[config.mk]
export PLATFORM = sky130hd
export DESIGN_NAME = lposc_enable_ctrl
export DESIGN_NICKNAME = d
export VERILOG_FILES = /design/src/rtl/lposc_pkg.sv /design/src/rtl/lposc_tick_edge.sv /design/src/rtl/lposc_pwrt.sv /design/src/rtl/lposc_req_eval.sv /design/src/rtl/lposc_enable_ctrl.sv
export SDC_FILE = /design/constraint.sdc
export NUM_CORES = 1
export LEC_CHECK = 0
export BUFFER_PORTS_ARGS = -buffer_cell sky130_fd_sc_hd__buf_4
export CELL_PAD_IN_SITES_DETAIL_PLACEMENT = 0
export CELL_PAD_IN_SITES_GLOBAL_PLACEMENT = 2
export CORE_AREA = 3 3 43 45
export CTS_CLUSTER_DIAMETER = 150
export DETAILED_ROUTE_END_ITERATION = 12
export DIE_AREA = 0 0 46 48
export PLACE_DENSITY_LB_ADDON = 0.1
export SLEW_MARGIN = 40
export SYNTH_ARGS = -nofsm -noshare
export SYNTH_HDL_FRONTEND = slang
export SYNTH_SLANG_ARGS = --single-unit
[constraint.sdc]
create_clock -name clk -period 5.3 [get_ports clk]
set_clock_uncertainty 0.2 [all_clocks]
set_input_delay 0.265 -clock clk [delete_from_list [all_inputs] [get_ports clk]]
set_output_delay 0.265 -clock clk [all_outputs]
set_load 0.02 [all_outputs]
[src/rtl/lposc_pkg.sv]
package lposc_pkg;

    typedef struct packed {
        logic fscm;
        logic wdt;
        logic sel;
    } lposc_req_t;

    typedef enum logic [0:0] {
        ST_COUNT   = 1'b0,
        ST_EXPIRED = 1'b1
    } pwrt_state_e;

    function automatic int unsigned cnt_width(input int unsigned n);
        int unsigned w;
        w = $clog2(n + 1);
        return (w < 1) ? 1 : w;
    endfunction

    function automatic logic keep_running(input lposc_req_t r, input logic slp);
        return (r.fscm & ~slp) | r.wdt | r.sel;
    endfunction

endpackage

[src/rtl/lposc_tick_edge.sv]
module lposc_tick_edge (
    input  logic clk,
    input  logic rst,
    input  logic tick_i,
    output logic rise_o
);
    logic tick_q;

    always_ff @(posedge clk) begin
        if (rst) tick_q <= 1'b0;
        else     tick_q <= tick_i;
    end

    assign rise_o = tick_i & ~tick_q;
endmodule

[src/rtl/lposc_pwrt.sv]
module lposc_pwrt
    import lposc_pkg::*;
#(
    parameter int unsigned TICKS = 64
) (
    input  logic clk,
    input  logic rst,
    input  logic step_i,
    output logic done_o
);
    localparam int unsigned CW = cnt_width(TICKS);
    localparam logic [CW-1:0] LOAD = CW'(TICKS);
    localparam logic [CW-1:0] LAST = CW'(1);

    pwrt_state_e   state;
    logic [CW-1:0] remain;

    always_ff @(posedge clk) begin
        if (rst) begin
            state  <= ST_COUNT;
            remain <= LOAD;
        end else if (state == ST_COUNT && step_i) begin
            if (remain <= LAST) begin
                state  <= ST_EXPIRED;
                remain <= '0;
            end else begin
                remain <= remain - LAST;
            end
        end
    end

    assign done_o = (state == ST_EXPIRED);
endmodule

[src/rtl/lposc_req_eval.sv]
module lposc_req_eval
    import lposc_pkg::*;
(
    input  lposc_req_t req_i,
    input  logic       sleep_i,
    input  logic       expired_i,
    output logic       en_o
);
    always_comb begin
        if (!expired_i) en_o = 1'b1;
        else            en_o = keep_running(req_i, sleep_i);
    end
endmodule

[src/rtl/lposc_enable_ctrl.sv]
module lposc_enable_ctrl
    import lposc_pkg::*;
#(
    parameter int unsigned PWRUP_TICKS = 64
) (
    input  logic clk,
    input  logic rst,
    input  logic fscm_req,
    input  logic wdt_req,
    input  logic sel_req,
    input  logic sleep_i,
    input  logic osc_tick,
    output logic osc_en,
    output logic pwrup_done,
    output logic dev_rst_o
);
    lposc_req_t req;
    logic       tick_rise;
    logic       expired;

    assign req.fscm = fscm_req;
    assign req.wdt  = wdt_req;
    assign req.sel  = sel_req;

    lposc_tick_edge u_edge (
        .clk    (clk),
        .rst    (rst),
        .tick_i (osc_tick),
        .rise_o (tick_rise)
    );

    lposc_pwrt #(.TICKS(PWRUP_TICKS)) u_pwrt (
        .clk    (clk),
        .rst    (rst),
        .step_i (tick_rise),
        .done_o (expired)
    );

    lposc_req_eval u_eval (
        .req_i     (req),
        .sleep_i   (sleep_i),
        .expired_i (expired),
        .en_o      (osc_en)
    );

    assign pwrup_done = expired;
    assign dev_rst_o  = ~expired;
endmodule

# [Word-level counts from Yosys, hierarchy flattened]
# Index checks and enable logic that the tools add are counted.
[totals] regBits=9 inputBits=7 out_inout_bits=3 elab_cells=16
[op_classes] n_addsub=1 magnitude_cmp=1 muxes=2 n_bitwise=7 reduce_logical=2
[ops] operator="less-or-equal comparator 7 x 1 -> 1 bit, second input constant" count=1
[ops] operator="2-to-1 mux 7 bit" count=1
[ops] operator="subtractor 7 x 1 -> 7 bit, second input constant" count=1
[ops] operator="inverter 1 bit" count=3
[ops] operator="AND 1 bit" count=2
[ops] operator="bitwise OR 1 bit" count=2
[ops] operator="AND reduction 2 bit" count=1
[ops] operator="logical AND 1 bit" count=1
[ops] operator="2-to-1 mux 1 bit" count=1

# [Longest topological paths before layout]
# Gate-level depths: netlist of run 1.
[depth] depth_word=5 depth_mapped=5 depth_no_buf=5

# [Hierarchy]
# Synthesis of run 1 repeated with hierarchy kept, for this count alone.
[unflattened] hier_cells=60 hier_area_um2=533.0
[modules_own_cells] module="lposc_pwrt" instances=1 cells_per_inst=53 area_per_inst_um2=466.7 seq_area_each_um2=160.2
[modules_own_cells] module="lposc_tick_edge" instances=1 cells_per_inst=3 area_per_inst_um2=47.5 seq_area_each_um2=20.0
[modules_own_cells] module="lposc_req_eval" instances=1 cells_per_inst=3 area_per_inst_um2=15.0 seq_area_each_um2=0.0
[modules_own_cells] module="lposc_enable_ctrl" instances=1 cells_per_inst=1 area_per_inst_um2=3.8 seq_area_each_um2=0.0

# [Worst setup path after synthesis of run 1]
# OpenSTA, ideal clock, no wires.
[synth_timing] path_kind="reg-to-reg" startpoint="register u_pwrt.state, in the netlist u_pwrt.done_o" endpoint="register u_pwrt.state, in the netlist u_pwrt.done_o" setup_time_ps=70 arrival_time_ps=1519 required_time_ps=5030 setup_slack_ps=3511 path_stages_with_launch=5 n_path_buf=1 synth_period_minus_slack_ps=1789 cell_sequence="dfxtp_1 or3b_2 clkbuf_1 or4_1 a21oi_1"
[synth_via] elab_chain_cells=3
[synth_rtl] item="start, declared" line="lposc_pwrt.sv:15" text="pwrt_state_e state;"
[synth_rtl] item="start signal, assigned" line="lposc_pwrt.sv:20" text="state <= ST_COUNT;"
[synth_rtl] item="start signal, assigned" line="lposc_pwrt.sv:24" text="state <= ST_EXPIRED;"
[synth_rtl] item="inverter 1 bit" line="lposc_pwrt.sv:22" text="end else if (state == ST_COUNT && step_i) begin"
[synth_rtl] item="logical AND 1 bit" line="lposc_pwrt.sv:22"
[synth_rtl] item="AND reduction 2 bit (no source line)"
# No other way between the ends.
# A chain may end at the register's enable or synchronous reset.

# [Worst setup path after layout of run 1]
[layout_timing] startpoint="register u_pwrt.remain[2]" endpoint="register u_pwrt.remain[5]"
[layout_via] elab_chain_cells=2 word_cells_on_any_way=3 classes_between="add/sub (1); order compare (1); mux (1)"
[layout_rtl] item="start, declared" line="lposc_pwrt.sv:16" text="logic [CW-1:0] remain;"
[layout_rtl] item="start signal, assigned" line="lposc_pwrt.sv:27" text="remain <= remain - LAST;"
[layout_rtl] item="subtractor 7 x 1 -> 7 bit or less-or-equal comparator 7 x 1 -> 1 bit (tied branches)" line="lposc_pwrt.sv:27, lposc_pwrt.sv:23"
[layout_rtl] item="2-to-1 mux 7 bit *" line="lposc_pwrt.sv:23" text="if (remain <= LAST) begin"
# Mark *: on every way between the ends. The rest lies on a longest branch, timed or not.

==> results of run 1 <==
[per-layer routing]
layer	up-vias	track usage (%)	share of wire [%]	wire length [um]
li1	214	-	-	-
met1	203	11.97	41	420
met2	20	14.56	46	471
met3	2	6.015	11	113
met4	0	3.409	0.89	9
met5	-	0	0	0
[final cells by class]
type	instances	area, um2
clock buffers	4	26.28
fillers	159	934.6
inverters	4	15.01
multi-input cells	35	252.7
flip-flops and latches	9	180.2
well taps	16	20.02
repair buffers	10	77.57
[state kept, by name, indices dropped and copies added, names as in the netlist]
name,flops
u_edge.tick_q,1
u_pwrt.remain,7
u_pwrt.done_o,1
[worst paths after layout]
kind | startpoint | endpoint | slack (ns) | depth (start not counted)
worst min register to register | u_pwrt.remain[3] | u_pwrt.remain[3] | 0.32 | 2
worst max-delay path | u_pwrt.remain[2] | u_pwrt.remain[5] | 3.42 | 3
worst max register to register | u_pwrt.remain[2] | u_pwrt.remain[5] | 3.42 | 3
worst min-delay path | osc_tick | u_edge.tick_q | 0.03 | 2
[cell families (layout without fill, tap and decap cells)]
logic type / after synthesis / count (layout) / share of synthesized area (%)
simple gates: 20 / 20 / 29.64
compound gates: 13 / 13 / 20.78
flops: 9 / 9 / 39.89
buf+inv: 5 / 18 / 4.153
fa+ha+maj: 2 / 2 / 5.539
[worst reg2reg max path, delay by kind of cell (launching register included)]
family / cells / cell delay, ns
flops: 1 / 0.35
compound gates: 2 / 0.63
simple gates: 1 / 0.58
[through the flow]
step	instance area [um2]	hold WS [ns]	util (%)	power, mW	worst slack [ns]
4_1_cts	571.8	0.02980	37.96	0.1916	3.409
3_5_place_dp	535.5	0.2724	35.55	0.1374	3.407
2_1_floorplan	451.7	0.1341	-	0.1227	3.511
5_1_grt	571.8	0.03672	37.96	0.2023	3.307
6_report	571.8	0.03437	37.96	0.1902	3.422
3_3_place_gp	535.5	0.2605	35.55	0.1347	3.489
[power by group through the flow]
| stage | combinational [mW] | sequential (mW) | clock [mW] |
|---|---|---|---|
| global placement | 0.0471 | 0.0876 | 0 |
| floorplan | 0.0367 | 0.0861 | 0 |
| finish | 0.0497 | 0.0876 | 0.0530 |
| global route | 0.0548 | 0.0889 | 0.0585 |
| CTS | 0.0495 | 0.0872 | 0.0548 |
| detailed placement | 0.0491 | 0.0883 | 0 |
[cell usage after synthesis]
cell type and count:
or3_2 2, or4_4 1, nand4bb_1 1, o311ai_0 3, nor2b_1 2, or2_2 1, ha_1 2, o31ai_1 3
nor2_1 1, o21ba_2 1, nand2_1 1, o21ai_0 3, nand2b_1 1, inv_1 4, o41ai_1 1, dfxtp_1 9
nand3_1 3, a21oi_1 1, nor3_1 1, or3b_2 1, or3_1 2, o22ai_1 1, or4_1 3, clkbuf_1 1
[cells in the final DEF (no fill, tap or decap), types with 2 or more instances in the layout]
master | netlist | routed
dfxtp_1 | 9 | 9
or4_1 | 3 | 3
o311ai_0 | 3 | 3
nand3_1 | 3 | 3
clkbuf_4 | 0 | 3
or3_1 | 2 | 2
inv_1 | 4 | 4
or3_2 | 2 | 2
buf_4 | 0 | 9
o31ai_1 | 3 | 3
o21ai_0 | 3 | 3
nor2b_1 | 2 | 2
ha_1 | 2 | 2
[what timing repair did]
action                                  in CTS  in global routing
endpoints found under the hold margin        2                  0
setup buffers                                0                  0
endpoints found under the setup margin       0                  0
hold buffers                                 1                  0
==> results_dict.tcl, run 1 <==
set metrics [dict create \
    critPathArrivalTime_ns 1.81 \
    clockPowerShare_pct 27.8 \
    hold_viol_final 0 \
    antenna_left 0 \
    pin_count 10 \
    avgSynthCellArea_um2 9.218 \
    grt_pass1_vias 360 \
    grt_antenna_before_repair 0 \
    die_w_um 46 \
    path_cells "or4_4, o31ai_1, o21ai_0" \
    track_usage_pct 9.946 \
    drtIter0Drc 4 \
    vias 439 \
    slowest_delay_ns 0.58 \
    first_pass_iters 4 \
    cts_tree "done" \
    max_slew_margin_pct 67.69 \
    place_inst 73 \
    postSynthCellCount 49 \
    clock_latency_ns 0.26 \
    cts_buffers 3 \
    synth_seq_cells 9 \
    critPathRequiredTime_ns 5.23 \
    path_buf_inv 0 \
    yosysUniqueCellTypes 24 \
    post-dp-hpwl_um 784.5 \
    period_needed_ns 1.878 \
    fmax_ghz 0.5324 \
    drc 0 \
    fin_cells 78 \
    wl_per_cell_um 13.00 \
    syn2layout_area_growth_pct 26.59 \
    portBuffers 9 \
    die_height_um 48 \
    hp-class "primary input to flip-flop" \
    grt_max_degree 10 \
    start_util_pct 29.98 \
    crit_type "flip-flop to flip-flop" \
    rows 14 \
    clock_path_buffers 2 \
    synth.top_cell.area_share_pct 39.89 \
    fp.dieArea_um2 2208 \
    drive_gt1_share_pct 29.03 \
    sw_frac_of_total_pct 30.52 \
    layout.nets 72 \
    setup_violations 0 \
    cp_max_fo 6 \
    cpLargestDelayFamily "compound AO/OA/AOI/OAI gates" \
    antenna_cells 0 \
    numClockSinks 9 \
    rsz0062_at_grt "false" \
    globalplace.congestion 0.8258 \
    grt_pass1_wl_mm 1.531 \
    drv_cap 0 \
    root_buffer "clkbuf_4" \
    vdd_drop_max_uv 145.0 \
    ys_top_cells_by_area "dfxtp_1 40%, o311ai_0 5.8%, ha_1 5.5%" \
    yosys_warnings 0 \
    synth_fp_nets 58 \
    outcome "finished, final reports clean" \
    combPwrFrac_pct 26.1 \
    drv_slew 0 \
    power_density_nw_per_um2 332.6 \
    grt_remaining_overflow 0 \
    cp-end-kind "flip-flop" \
    finalSetupTns_ns 0 \
    netlist_area_um2 451.7 \
    startpoint_type "flip-flop" \
    p_int_uw 132.2 \
    viasPerCell 5.628 \
    synth.largest_area_cell "dfxtp_1" \
    yosysSeqAreaShare_pct 39.89 \
    drt_wl_total_mm 1.014 \
    cp_slowest_cell "or4_4" \
    path_clk_slew_ns 0.06 \
    sequentialPowerShare_pct 46.0 \
    p_leak_nw 0.2198 \
    worst_pin_slew_ns 0.4806 \
    cts.repair.resized 0 \
    p_sw_uw 58.04 \
    min_period_over_period_pct 35.44 \
    htree_levels 1 \
    core_area_um2 1506 \
]
Note: power is estimated with default switching activity, not from simulation.
==> run 2: changes to the inputs <==
--- a/config.mk
+++ b/config.mk
@@ -8,10 +8,10 @@
 export BUFFER_PORTS_ARGS = -buffer_cell sky130_fd_sc_hd__buf_4
 export CELL_PAD_IN_SITES_DETAIL_PLACEMENT = 0
 export CELL_PAD_IN_SITES_GLOBAL_PLACEMENT = 2
-export CORE_AREA = 3 3 43 45
+export CORE_AREA = 3 3 44 46
 export CTS_CLUSTER_DIAMETER = 150
 export DETAILED_ROUTE_END_ITERATION = 12
-export DIE_AREA = 0 0 46 48
+export DIE_AREA = 0 0 47 49
 export PLACE_DENSITY_LB_ADDON = 0.1
 export SLEW_MARGIN = 40
 export SYNTH_ARGS = -nofsm -noshare
==> constraint.sdc (replaced) <==
create_clock -name clk -period 1.85 [get_ports clk]
set_clock_uncertainty 0.2 [all_clocks]
set_input_delay 0.0925 -clock clk [delete_from_list [all_inputs] [get_ports clk]]
set_output_delay 0.0925 -clock clk [all_outputs]
set_load 0.02 [all_outputs]
==> run 2 against run 1 <==
Fmax up 5.3%. Count of clock-buffer cells in the layout unchanged. Critical path depth unchanged. Cell area up 5.5%. Wire length up 7.4%. Non-clock buffer count up 3. Total power rose to 3.0 times the previous value. Clock power rose to 3.1 times the previous value. Largest cell class unchanged.
==> results_dict.tcl, run 2 (synthesis gave the netlist of run 1 again) <==
set metrics [dict create \
    regMostFlops "u_pwrt.remain" \
    numClockSinks 9 \
    fin_util_pct 39.12 \
    globalplace.congestion 0.7332 \
    drv_slew 0 \
    cts_tree "done" \
    cp_slowest_cell "or4_4" \
    portBuffers 9 \
    cp_max_fo 5 \
    hold_end "osc_en" \
    worst_pin_slew_ns 0.3159 \
    cp-end-kind "flip-flop" \
    critPathArrivalTime_ns 1.79 \
    pin_count 10 \
    grt_antenna_before_repair 0 \
    hp-class "primary input to primary output" \
    vias 435 \
    outcome "finished, final reports clean" \
    slowest_delay_ns 0.55 \
    rows 14 \
    grt_pass1_wl_mm 1.938 \
    path_clk_slew_ns 0.07 \
    hold_viol_final 0 \
    drt_wl_total_mm 1.089 \
    die_w_um 47 \
    regToRegStartpoint "u_pwrt.remain[2]" \
    largest_reg_flops 7 \
    antenna_cells 0 \
    hp-start "sel_req" \
    final_common_cell "buf_4" \
    root_buffer "clkbuf_4" \
    post-dp-hpwl_um 797.1 \
    clock_latency_ns 0.27 \
    most-common-layout-cells "11 x buf_4, 9 x dfxtp_1, 4 x inv_1" \
    critPathRequiredTime_ns 1.86 \
    syn2layout_area_growth_pct 33.52 \
    htree_levels 1 \
    drc 0 \
    viasPerCell 5.370 \
    cts_setup_buffers 0 \
    clock_path_buffers 2 \
    grt_pass1_vias 444 \
    r2r_cells 3 \
    startpoint_type "flip-flop" \
    wl_per_cell_um 13.44 \
    min_period_over_period_pct 96.41 \
    rsz0062_at_grt "false" \
    track_usage_pct 12.04 \
    period_needed_ns 1.784 \
    max_slew_margin_pct 78.78 \
    start_util_pct 29.30 \
    cts_buffers 3 \
    path_cells "or4_4, or4_1, a21oi_2" \
    fp.dieArea_um2 2303 \
    first_pass_iters 4 \
    finalSetupTns_ns 0 \
    fmax_ghz 0.5607 \
    grt_max_degree 10 \
    drtIter0Drc 9 \
    reg2reg_slack_ns 0.07 \
    drv_cap 0 \
    layout.nets 75 \
    p_total_uw 568.8 \
    setup_violations 0 \
    drive_gt1_share_pct 32.31 \
    die_height_um 49 \
    core_area_um2 1541 \
    grt_remaining_overflow 0 \
    antenna_left 0 \
    p_leak_nw 0.2350 \
    power_density_nw_per_um2 943.2 \
    worstReg2RegEnd "u_pwrt.done_o" \
    min_path_cells 3 \
    vdd_drop_max_uv 380.2 \
    crit_type "flip-flop to flip-flop" \
]
-- run 2: critical path, delay by kind of cell (launching register included) --
family          cells  cell delay, ns
flops               1            0.32
simple gates        2            1.08
compound gates      1            0.12
-- run 2: how the worst max path moves through the flow --
stage	to	cells past startpoint	slack (ns)	start
finish	u_pwrt.done_o	3	0.07	u_pwrt.remain[2]
global route	u_pwrt.done_o	3	0.01	u_pwrt.remain[2]
CTS	u_pwrt.remain[5]	5	0.02	osc_tick
detailed placement	u_pwrt.done_o	3	0.06	u_pwrt.remain[3]
global placement	u_pwrt.done_o	3	0.09	u_pwrt.remain[3]
floorplan	u_pwrt.done_o	4	0.06	u_pwrt.done_o
-- run 2: metrics by stage --
stage | hold slack [ns] | instance area, um2 | setup slack (ns) | cells
after global placement | 0.09069 | 550.5 | 0.09245 | 75
after detailed placement | 0.09094 | 550.5 | 0.05623 | 75
after CTS | 0.2791 | 596.8 | 0.01528 | 81
after global routing | 0.2951 | 603.1 | 0.01125 | 81
after floorplan | -0.03843 | 451.7 | 0.06121 | 49
final | 0.2747 | 603.1 | 0.06638 | 81
-- run 2: final cells by class --
class	instances	area (um2)
Clock buffer	4	26.28
Timing Repair Buffer	13	102.6
Multi-Input combinational cell	35	259.0
Tap cell	16	20.02
Inverter	4	15.01
Sequential cell	9	180.2
Fill cell	170	938.4
-- run 2: repair_timing --
item	4_1_cts	5_1_grt
resized for setup	0	2
setup endpoints to repair	0	2
hold buffers	2	0
hold endpoints to repair	4	0
-- run 2: power breakdown --
part           total [mW]  switching [mW]  internal (mW)
combinational       0.159          0.0750         0.0838
sequential          0.247          0.0250          0.222
clock               0.163          0.0798         0.0835
-- run 2: routing by layer --
layer  vias to the layer above  track usage (%)  wire [um]
met5                         -                0          0
met4                         0            8.295         25
met2                        15            16.29        470
li1                        219                -          -
met1                       197            14.95        502
met3                         4            4.797         91
==> run 3: changes to the inputs <==
--- a/config.mk
+++ b/config.mk
@@ -12,6 +12,7 @@
 export CTS_CLUSTER_DIAMETER = 150
 export DETAILED_ROUTE_END_ITERATION = 12
 export DIE_AREA = 0 0 47 49
+export GPL_TIMING_DRIVEN = 0
 export PLACE_DENSITY_LB_ADDON = 0.1
 export SLEW_MARGIN = 40
 export SYNTH_ARGS = -nofsm -noshare
==> run 3 against run 2 <==
Register-to-register slack hardly changed. Wire length is 12% lower. Clock power is 6% lower. First-iteration DRC count is 11% lower. Non-clock buffer count is 2 lower. Global-route usage is 2.7 points lower. Fmax is 0.54% lower. Total power is 3.5% lower. Sequential share of layout area is 1.1 points higher. Sequential cell count stayed put. Largest cell class unchanged. Largest power group unchanged.
==> results_dict.tcl, run 3 (synthesis gave the netlist of run 1 again) <==
set metrics [dict create \
    clockPowerShare_pct 27.9 \
    grt_pass1_wl_mm 1.545 \
    path_buf_inv 0 \
    layout.nets 73 \
    drc 0 \
    critPathArrivalTime_ns 1.79 \
    viasPerCell 5.203 \
    grt_pass1_vias 344 \
    crit_type "flip-flop to flip-flop" \
    worst_pin_slew_ns 0.3508 \
    antenna_left 0 \
    r2r_cells 3 \
    htree_levels 1 \
    min_path_cells 3 \
    cp-end-kind "flip-flop" \
    clock_latency_ns 0.26 \
    drt_wl_total_um 957 \
    vdd_drop_max_uv 570.2 \
    antenna_cells 0 \
    track_usage_pct 9.296 \
    vias 411 \
    post-dp-hpwl_um 735.8 \
    hold_viol_final 0 \
    root_buffer "clkbuf_4" \
    final_common_cell "buf_4" \
    critPathRequiredTime_ns 1.84 \
    combPwrFrac_pct 26.2 \
    min_period_over_period_pct 96.93 \
    core_area_um2 1541 \
    die_w_um 47 \
    numClockSinks 9 \
    finalSetupTns_ns 0 \
    place_inst 74 \
    cts_buffers 3 \
    first_pass_iters 4 \
    drv_slew 0 \
    drv_cap 0 \
    max_slew_margin_pct 76.47 \
    fillers 163 \
    drtIter0Drc 8 \
    slowest_delay_ns 0.54 \
    p_sw_uw 170.3 \
    regMostFlops "u_pwrt.remain" \
    cp_max_fo 5 \
    fmax_ghz 0.5576 \
    most-common-layout-cells "9 x buf_4, 7 x dfxtp_1, 4 x inv_1" \
    p_leak_nw 0.2305 \
    fin_cells 79 \
    grt_remaining_overflow 0 \
    hp-class "primary input to flip-flop" \
    setup_violations 0 \
    fp.dieArea_um2 2303 \
    p_int_uw 378.9 \
    sequentialPowerShare_pct 45.9 \
    sw_frac_of_total_pct 31.01 \
    start_util_pct 29.30 \
    hold_end "u_pwrt.remain[2]" \
    clock_path_buffers 2 \
    syn2layout_area_growth_pct 30.75 \
    largest_reg_flops 7 \
    cp_slowest_cell "or4_4" \
    grt_max_degree 10 \
    rsz0062_at_grt "false" \
    cpLargestDelayFamily "simple AND/OR/NAND/NOR gates" \
    startpoint_type "flip-flop" \
    wl_per_cell_um 12.11 \
    path_cells "or4_4, or4_1, a21oi_1" \
    multi_input_area_um2 257.7 \
    drive_gt1_share_pct 34.92 \
    regToRegStartpoint "u_pwrt.remain[3]" \
    hp-start "osc_tick" \
    period_needed_ns 1.793 \
    reg2reg_slack_ns 0.06 \
    globalplace.congestion 0.6433 \
    pin_count 10 \
    p_total_uw 549.1 \
    rows 14 \
    grt_antenna_before_repair 0 \
    die_height_um 49 \
    portBuffers 9 \
    outcome "finished, final reports clean" \
    worstReg2RegEnd "u_pwrt.done_o" \
    power_density_nw_per_um2 929.9 \
    cts_tree "done" \
    path_clk_slew_ns 0.07 \
    seq_area_um2 182.7 \
]
[run 3: cell count changes in the layout (fill, tap and decap cells not counted), sizes merged]
cell,change
buf,-2
clkbuf,-1
clkinv,+1
[run 3: power by group through the flow]
stage	registers [mW]	logic (mW)	clock network, mW
floorplan	0.247	0.105	0
global placement	0.254	0.141	0
detailed placement	0.253	0.139	0
CTS	0.250	0.146	0.163
global route	0.257	0.164	0.170
finish	0.252	0.144	0.153
[run 3: how the worst max path moves through the flow]
stage                     start               end  cells past startpoint
2_1_floorplan     u_pwrt.done_o     u_pwrt.done_o                      4
3_3_place_gp   u_pwrt.remain[2]  u_pwrt.remain[5]                      3
3_5_place_dp   u_pwrt.remain[2]  u_pwrt.remain[5]                      3
4_1_cts        u_pwrt.remain[2]     u_pwrt.done_o                      3
5_1_grt        u_pwrt.remain[2]  u_pwrt.remain[5]                      3
6_report       u_pwrt.remain[3]     u_pwrt.done_o                      3
[run 3: worst register-to-register path, stage by stage (launching register included)]
cell and delay [ns]:
dfxtp_2 0.34, or4_4 0.54, or4_1 0.51, a21oi_1 0.14
[run 3: routing by layer]
metal	track usage [%]	part of all wire, %	routed length, um	up-vias
li1	-	-	-	217
met4	1.382	0.84	8	0
met2	11.76	39	378	12
met5	0	0	0	-
met3	7.011	9.9	95	2
met1	12.75	50	475	180
[run 3: cell type report]
type                       instances  area share (%)
clock buffer                       3           3.814
sequential                         9           30.93
clock inverter                     1          0.8475
inverter                           4           2.542
timing repair buffer              11           14.83
tap                               16           3.390
multi-input combinational         35           43.64
[run 3: what timing repair did]
| item | in CTS | in global routing |
|---|---|---|
| pin swaps | 0 | 1 |
| gates resized for setup | 1 | 3 |
| hold endpoints to repair | 4 | 0 |
| gates cloned | 0 | 0 |
| hold buffers | 2 | 0 |
| setup endpoints to repair | 4 | 4 |
| setup buffers | 0 | 0 |
[run 3: through the flow]
| stage | util (%) | area [um2] | hold slack [ns] | setup WS [ns] |
|---|---|---|---|---|
| global route | 38.31 | 590.6 | 0.1275 | 0.007877 |
| finish | 38.31 | 590.6 | 0.09555 | 0.05671 |
| floorplan | - | 451.7 | -0.03843 | 0.06121 |
| global placement | 34.98 | 539.3 | 0.09317 | -0.1223 |
| detailed placement | 34.98 | 539.3 | 0.09363 | -0.05933 |
| CTS | 38.39 | 591.8 | 0.09036 | 0.0009385 |
